File: src/rtl/bru_pkg.sv
package bru_pkg;

    typedef enum logic [1:0] {
        ST_IDLE   = 2'd0,
        ST_EXT_HI = 2'd1,
        ST_EXT_LO = 2'd2,
        ST_DONE   = 2'd3
    } bru_state_e;

    typedef enum logic [1:0] {
        FORM_SHORT = 2'd0,
        FORM_WORD  = 2'd1,
        FORM_LONG  = 2'd2
    } bru_form_e;

    typedef struct packed {
        logic n;
        logic z;
        logic v;
        logic c;
    } bru_flags_t;

    localparam logic [3:0] COND_ALWAYS = 4'b0000;
    localparam logic [3:0] COND_CALL   = 4'b0001;
    localparam logic [7:0] ESC_WORD    = 8'h00;
    localparam logic [7:0] ESC_LONG    = 8'hFF;
    localparam int         WORD_BYTES  = 2;

    function automatic bru_form_e form_of(input logic [7:0] d8);
        if (d8 == ESC_WORD)      return FORM_WORD;
        else if (d8 == ESC_LONG) return FORM_LONG;
        else                     return FORM_SHORT;
    endfunction

    // number of extension words that follow the opcode
    function automatic logic [1:0] ext_count(input bru_form_e f);
        case (f)
            FORM_WORD: return 2'd1;
            FORM_LONG: return 2'd2;
            default:   return 2'd0;
        endcase
    endfunction

endpackage

File: src/rtl/bru_cond.sv
module bru_cond
    import bru_pkg::*;
(
    input  logic [3:0] cc,
    input  bru_flags_t fl,
    output logic       take,
    output logic       is_call
);
    logic sgn_ok;

    always_comb begin
        sgn_ok  = (fl.n == fl.v);
        is_call = (cc == COND_CALL);
        case (cc)
            4'b0000, 4'b0001: take = 1'b1;
            4'b0010: take = !fl.c && !fl.z;
            4'b0011: take = fl.c || fl.z;
            4'b0100: take = !fl.c;
            4'b0101: take = fl.c;
            4'b0110: take = !fl.z;
            4'b0111: take = fl.z;
            4'b1000: take = !fl.v;
            4'b1001: take = fl.v;
            4'b1010: take = !fl.n;
            4'b1011: take = fl.n;
            4'b1100: take = sgn_ok;
            4'b1101: take = !sgn_ok;
            4'b1110: take = sgn_ok && !fl.z;
            default: take = fl.z || !sgn_ok;
        endcase
    end
endmodule

File: src/rtl/bru_seq.sv
module bru_seq
    import bru_pkg::*;
#(
    parameter int ADDR_W = 32
) (
    input  logic              clk,
    input  logic              rst,
    input  logic              op_valid,
    output logic              op_ready,
    input  logic [15:0]       op_word,
    input  logic [ADDR_W-1:0] op_addr,
    input  logic [ADDR_W-1:0] op_sp,
    input  bru_flags_t        flags_in,
    input  logic              ext_valid,
    output logic              ext_ready,
    input  logic [15:0]       ext_word,
    output logic              res_valid,
    input  logic              res_ready,
    output logic [3:0]        cc_q,
    output bru_flags_t        flags_q,
    output logic [ADDR_W-1:0] addr_q,
    output logic [ADDR_W-1:0] sp_q,
    output logic [31:0]       disp_q,
    output bru_form_e         form_q
);
    bru_state_e state;
    bru_form_e  form_in;
    logic       op_fire;
    logic       ext_fire;

    always_comb begin
        form_in   = form_of(op_word[7:0]);
        op_ready  = (state == ST_IDLE);
        ext_ready = (state == ST_EXT_HI) || (state == ST_EXT_LO);
        res_valid = (state == ST_DONE);
        op_fire   = op_valid && op_ready;
        ext_fire  = ext_valid && ext_ready;
    end

    always_ff @(posedge clk) begin
        if (rst) begin
            state   <= ST_IDLE;
            cc_q    <= '0;
            flags_q <= '0;
            addr_q  <= '0;
            sp_q    <= '0;
            disp_q  <= '0;
            form_q  <= FORM_SHORT;
        end else begin
            case (state)
                ST_IDLE: if (op_fire) begin
                    cc_q    <= op_word[11:8];
                    flags_q <= flags_in;
                    addr_q  <= op_addr;
                    sp_q    <= op_sp;
                    form_q  <= form_in;
                    disp_q  <= {{24{op_word[7]}}, op_word[7:0]};
                    state   <= (form_in == FORM_SHORT) ? ST_DONE : ST_EXT_HI;
                end
                ST_EXT_HI: if (ext_fire) begin
                    if (form_q == FORM_WORD) begin
                        disp_q <= {{16{ext_word[15]}}, ext_word};
                        state  <= ST_DONE;
                    end else begin
                        disp_q[31:16] <= ext_word;
                        state         <= ST_EXT_LO;
                    end
                end
                ST_EXT_LO: if (ext_fire) begin
                    disp_q[15:0] <= ext_word;
                    state        <= ST_DONE;
                end
                default: if (res_ready) state <= ST_IDLE;
            endcase
        end
    end
endmodule

File: src/rtl/bru_addr.sv
module bru_addr
    import bru_pkg::*;
#(
    parameter int ADDR_W = 32
) (
    input  logic [ADDR_W-1:0] addr_q,
    input  logic [ADDR_W-1:0] sp_q,
    input  logic [31:0]       disp_q,
    input  bru_form_e         form_q,
    output logic [ADDR_W-1:0] target,
    output logic [ADDR_W-1:0] next,
    output logic [ADDR_W-1:0] sp_new
);
    localparam int PUSH_BYTES = ADDR_W / 8;

    logic [2:0] len_bytes;

    always_comb begin
        len_bytes = 3'(WORD_BYTES) * (3'(ext_count(form_q)) + 3'd1);
        target    = addr_q + ADDR_W'(WORD_BYTES) + ADDR_W'($signed(disp_q));
        next      = addr_q + ADDR_W'(len_bytes);
        sp_new    = sp_q - ADDR_W'(PUSH_BYTES);
    end
endmodule

File: src/rtl/bru_top.sv
module bru_top
    import bru_pkg::*;
#(
    parameter int ADDR_W = 32
) (
    input  logic              clk,
    input  logic              rst,
    input  logic              op_valid,
    output logic              op_ready,
    input  logic [15:0]       op_word,
    input  logic [ADDR_W-1:0] op_addr,
    input  logic [ADDR_W-1:0] op_sp,
    input  logic              flag_n,
    input  logic              flag_z,
    input  logic              flag_v,
    input  logic              flag_c,
    input  logic              ext_valid,
    output logic              ext_ready,
    input  logic [15:0]       ext_word,
    output logic              res_valid,
    input  logic              res_ready,
    output logic              res_taken,
    output logic [ADDR_W-1:0] res_target,
    output logic [ADDR_W-1:0] res_next,
    output logic              res_push,
    output logic [ADDR_W-1:0] res_push_data,
    output logic [ADDR_W-1:0] res_sp_new
);
    bru_flags_t        flags_in;
    bru_flags_t        flags_q;
    logic [3:0]        cc_q;
    logic [ADDR_W-1:0] addr_q;
    logic [ADDR_W-1:0] sp_q;
    logic [31:0]       disp_q;
    bru_form_e         form_q;
    logic [ADDR_W-1:0] next_w;

    assign flags_in = '{n: flag_n, z: flag_z, v: flag_v, c: flag_c};

    bru_seq #(.ADDR_W(ADDR_W)) u_seq (
        .clk(clk), .rst(rst),
        .op_valid(op_valid), .op_ready(op_ready), .op_word(op_word),
        .op_addr(op_addr), .op_sp(op_sp), .flags_in(flags_in),
        .ext_valid(ext_valid), .ext_ready(ext_ready), .ext_word(ext_word),
        .res_valid(res_valid), .res_ready(res_ready),
        .cc_q(cc_q), .flags_q(flags_q), .addr_q(addr_q), .sp_q(sp_q),
        .disp_q(disp_q), .form_q(form_q)
    );

    bru_cond u_cond (
        .cc(cc_q), .fl(flags_q), .take(res_taken), .is_call(res_push)
    );

    bru_addr #(.ADDR_W(ADDR_W)) u_addr (
        .addr_q(addr_q), .sp_q(sp_q), .disp_q(disp_q), .form_q(form_q),
        .target(res_target), .next(next_w), .sp_new(res_sp_new)
    );

    assign res_next      = next_w;
    assign res_push_data = next_w;
endmodule

File: config.mk
export PLATFORM = sky130hd
export DESIGN_NAME = bru_top
export DESIGN_NICKNAME = d
export VERILOG_FILES = /design/src/rtl/bru_pkg.sv /design/src/rtl/bru_cond.sv /design/src/rtl/bru_seq.sv /design/src/rtl/bru_addr.sv /design/src/rtl/bru_top.sv
export SDC_FILE = /design/constraint.sdc
export NUM_CORES = 1
export LEC_CHECK = 0
export BUFFER_PORTS_ARGS = -buffer_cell sky130_fd_sc_hd__buf_4
export CORE_ASPECT_RATIO = 1.4
export CORE_MARGIN = 1.5
export CORE_UTILIZATION = 50
export CTS_BUF_LIST = sky130_fd_sc_hd__clkbuf_8
export DETAILED_ROUTE_END_ITERATION = 12
export GPL_TIMING_DRIVEN = 0
export MAX_ROUTING_LAYER = met4
export PLACE_DENSITY_LB_ADDON = 0.08
export SKIP_CTS_REPAIR_TIMING = 1
export SYNTH_ARGS = -nofsm -noshare
export SYNTH_HDL_FRONTEND = slang
export SYNTH_SLANG_ARGS = --single-unit
File: constraint.sdc
create_clock -name clk -period 4 [get_ports clk]
set_input_delay 0.2 -clock clk [delete_from_list [all_inputs] [get_ports clk]]
set_output_delay 0.2 -clock clk [all_outputs]
set_load 0.05 [all_outputs]
# After elaboration in Yosys (flattened, before gate mapping)
# Index checks and enable logic that the tools add are counted.
# word_totals
regBits	108
input_bits	105
output_inout_bits	133
wordCells	83
# classes
n_addsub	5
n_eq_ne	25
n_mux	18
reduce_logical	24
# op_table
operator	n
32-bit 2-to-1 mux	2
16-bit case mux with 3 select lines	1
32-bit by 2-bit adder with 32-bit output, second input constant	1
32-bit by 3-bit adder with 32-bit output	1
32-bit adder	1
16-bit 2-to-1 mux	2
16-bit case mux with 2 select lines	1
32-bit by 3-bit subtractor with 32-bit output, second input constant	1
4-bit == test, second input constant	7
4-bit by 3-bit == test with 1-bit output, second input constant	4
15-bit 2-to-1 mux	1
2-bit 2-to-1 mux	7
1-bit case mux with 14 select lines	1
4-bit by 2-bit == test with 1-bit output, second input constant	2
8-bit == test, second input constant	1
8-bit zero test	1
2-bit by 1-bit != test with 1-bit output, second input constant	4
2-bit == test, second input constant	3
2-bit case mux with 3 select lines	1
1-bit zero test	5
5-bit AND reduction	1
2-bit by 1-bit == test with 1-bit output, second input constant	2
4-bit by 1-bit == test with 1-bit output, second input constant	1
1-bit logical AND	4
other kinds (14)	17

# Logic depth before layout (Yosys ltp)
# logic_depth
ltp_word	7
ltp_mapped	13

# Hierarchy
# From an unflattened synthesis, not the netlist that was laid out.
# unflattened
hier_cells	1009
hier_area_um2	7850.0
# modules_own_cells
mod	instances	cells_each	area_per_inst_um2	seq_area_each_um2
bru_seq	1	510	4225.3	2162.1
bru_addr	1	436	3195.6	0.0
bru_top	1	32	240.2	0.0
bru_cond	1	31	188.9	0.0

# Worst setup path after synthesis
# OpenSTA, ideal clock, no wires.
# synth_path
path_type	flip-flop to output port
startpoint	register u_seq.addr_q[1]
endpoint	output res_target[29]
arrival_ps	3311
t_required_ps	3800
path_slack_ps	489
stages_incl_launch_ff	14
path_buffers	0
path_cell_list	dfxtp_1 -> inv_1 -> ha_1 -> inv_1 -> ha_1 -> inv_1 -> fa_1 -> nand2b_1 -> a21oi_1 -> o31ai_1 -> a221oi_1 -> a221oi_1 -> o31ai_1 -> xor2_1
# synth_via
elab_chain_cells	2
# synth_rtl
element	line	rtl
start: declaration	bru_seq.sv:21	output logic [ADDR_W-1:0] addr_q,
start signal: assignment	bru_seq.sv:54	addr_q <= op_addr;
32-bit by 2-bit adder with 32-bit output	bru_addr.sv:20	target = addr_q + ADDR_W'(WORD_BYTES) + ADDR_W'($signed(disp_q));
32-bit adder	bru_addr.sv:20	
end: declaration	bru_top.sv:23	output logic [ADDR_W-1:0] res_target,
# No other way between the ends.

# Worst setup path after layout
# Ends and elaborated chain as after synthesis.

==> impl_metrics.toml <==
[outcome]
run_status = "finished, final reports clean"

[synth]
ys_warn_count = 0
synth_top_cells_by_area = "dfxtp_1, ha_1, a21oi_1"
synth_commonest_cells = "nand2_1, a21oi_1, dfxtp_1"
ys_ff_latch = 108
ys_seq_area_frac = 0.285
synth_edf_count = 0
synth-async-reset-ratio = 0
syn_inst = 1002
yosysMostFrequentCell = "nand2_1"
synth.distinct_cells = 58
yosys_most_used_dff = "dfxtp_1"
synth_top_area_frac = 0.285
syn_nets = 1178
synth.avg_cell_area_um2 = 7.56
synth_top_area_cell = "dfxtp_1"
synth_area_um2 = 7570

[detailed_routing]
detail-route-antenna-nets = 0
viasPerCell = 5.39
detail_route.wl_per_cell_um = 15.5
drt_pre_antenna_iters = 4
vias = 7778
drtIter0Drc = 339
wirelength_mm = 22.4
drc_errors = 0

[timing]
finalSetupViolCount = 0
finalCritPeriodShare = 0.939
period_needed_ps = 3750
finalHoldViolations = 0
tightest_slew_ps = 896
slew_headroom = 0.398
fmax_mhz = 266
clock_skew_ps = 10.1
grt_setup_unrepaired = "no"
slew_violations = 0

[clocking]
htreeDepth = 3
clk_latency_ps = 390
cts-root-buf = "clkbuf_8"
cts.sinks = 108
cts-buffers-inserted = 9
cts.reportedPaths.clkPinSlew_ps = 100
max-clock-path-buffers = 2
cts_tree = "done"

[die]
num_rows = 53
die_h_um = 149
core_area_um2 = 14900
initial_core_util = 0.508
die_w_um = 107
die_area_um2 = 15900
io_pins = 238

[critical_path]
path_delay_family = "compound AO/OA/AOI/OAI gates"
path_class = "flop to primary output"
slowest_stage = "fa_1"
worstPathCellList = "inv_1, ha_1, inv_1, ha_1, inv_1, fa_1, nand2b_1, a21oi_2, o31ai_2, a221oi_2, a221oi_1, o31ai_1, xor2_1, buf_4"
r2r_cells = 9
crit_required_ps = 3800
arrival_ps = 3550
end_kind = "primary output"
cpPeakStageDelay_ps = 380
cp.depth = 14
crit_path_frequent_cell = "inv_1"
cp_max_fo = 5
cp.buffers_inverters = 4
start_kind = "flop"

[pwr]
p_total_uw = 8050
power.switching_uw = 4570
seqPwrFrac = 0.206
p_comb_frac = 0.707
intPower_uw = 3480
swShare = 0.568
p_leak_uw = 0.00464
irDropWorstVdd_mv = 0.938
p_clk_frac = 0.087
p_per_area_nw_per_um2 = 823

[global_route]
overflow = 0
grt_max_degree = 18
grt_usage = 0.286
grt_pass1_vias = 7141
antenna_found_initial = 0
grt_pass1_wl_mm = 35.0

[layout]
fin_nets = 1421
fillers = 1406
multi_input_area_um2 = 4860
syn_to_final_growth_pct = 29.1
n_antenna_cell = 0
drive_above_1_share = 0.239
regArea_um2 = 2160
finalInstanceArea_um2 = 9780

[place]
placed_cell_area_um2 = 9560
portBuffers = 232
dp_hpwl_mm = 18.0
globalplace.congestion = 0.932

[worst_hold_path]
whs_path_depth = 3
hold_class = "primary input to flop"

[run]
max_cap_violations = 0
-- worst register-to-register path: cells and delay by family, from the launching register on --
family          cells  cell delay, ps
compound gates      3            1120
fa+ha+maj           1             320
flops               1             400
buf+inv             3             840
simple gates        2             210
-- power groups by stage --
stage	Clock, µW	Combinational, µW	Sequential (µW)
3_5_place_dp	0	5670	1680
2_1_floorplan	0	4210	1560
4_1_cts	712	5690	1660
5_1_grt	757	6130	1690
6_report	699	5690	1660
3_3_place_gp	0	5630	1670
-- state kept, by name, summed over array words and instances (netlist names) --
name	flops
u_seq.flags_q	4
u_seq.form_q	2
u_seq.addr_q	32
u_seq.sp_q	32
u_seq.cc_q	4
u_seq.state	2
u_seq.disp_q	32
-- layout by cell type (no fill, tap or decap), types with 9 or more instances in the layout --
cell type | Yosys | final
nor2_1 | 67 | 67
clkbuf_1 | 44 | 44
a211oi_1 | 22 | 22
nand3_1 | 23 | 23
nand2_1 | 188 | 188
xnor2_1 | 53 | 53
buf_4 | 35 | 267
ha_1 | 69 | 69
a21o_1 | 13 | 13
a21oi_1 | 147 | 146
nand4_1 | 9 | 9
dfxtp_1 | 108 | 108
nor3_1 | 25 | 24
clkbuf_8 | 0 | 10
nor4_1 | 9 | 9
o21ai_0 | 24 | 23
inv_1 | 30 | 31
xor2_1 | 32 | 32
-- area by class of cell --
type	instances	share of cell area
timing repair buffer	232	0.178
multi-input combinational	779	0.497
tap	192	0.0246
sequential	108	0.221
clock buffer	10	0.0141
clock inverter	6	0.00640
inverter	30	0.0115
buffer	85	0.0468
-- stage by stage --
step	worst slack [ps]	instances	utilization	hold slack (ps)	TNS, ps
floorplan	489	1002	-	336	0
global placement	423	1426	0.641	443	0
detailed placement	435	1426	0.641	447	0
CTS	-3.73	1442	0.654	43.6	-3.73
global route	22.2	1442	0.655	35.1	0
finish	245	1442	0.655	49.2	0
-- worst paths after layout --
| check | startpoint | to | slack, ps |
|---|---|---|---|
| hold reg to reg | u_seq.sp_q[1] | u_seq.sp_q[1] | 460 |
| hold / removal | flag_v | u_seq.flags_q[1] | 50 |
| setup / recovery | u_seq.addr_q[1] | res_target[29] | 250 |
| setup reg to reg | u_seq.state[0] | u_seq.disp_q[22] | 990 |
-- metal layers --
metal	vias to the layer above	wire length, µm	GRT usage
li1	3924	-	-
met1	3581	9270	0.328
met2	234	11400	0.509
met3	39	1110	0.0386
met4	0	626	0.0953
met5	-	0	-
-- cell families after synthesis --
kind of cell	after synthesis	synth area share
AND/OR/NAND/NOR	370	0.223
multiplexers	8	0.0106
buffers and inverters	115	0.0753
AO/OA/AOI/OAI	245	0.188
XOR/XNOR	85	0.0983
adder cells (fa/ha/maj)	71	0.119
flip-flops	108	0.285
Power figures use the tool's default switching activity.
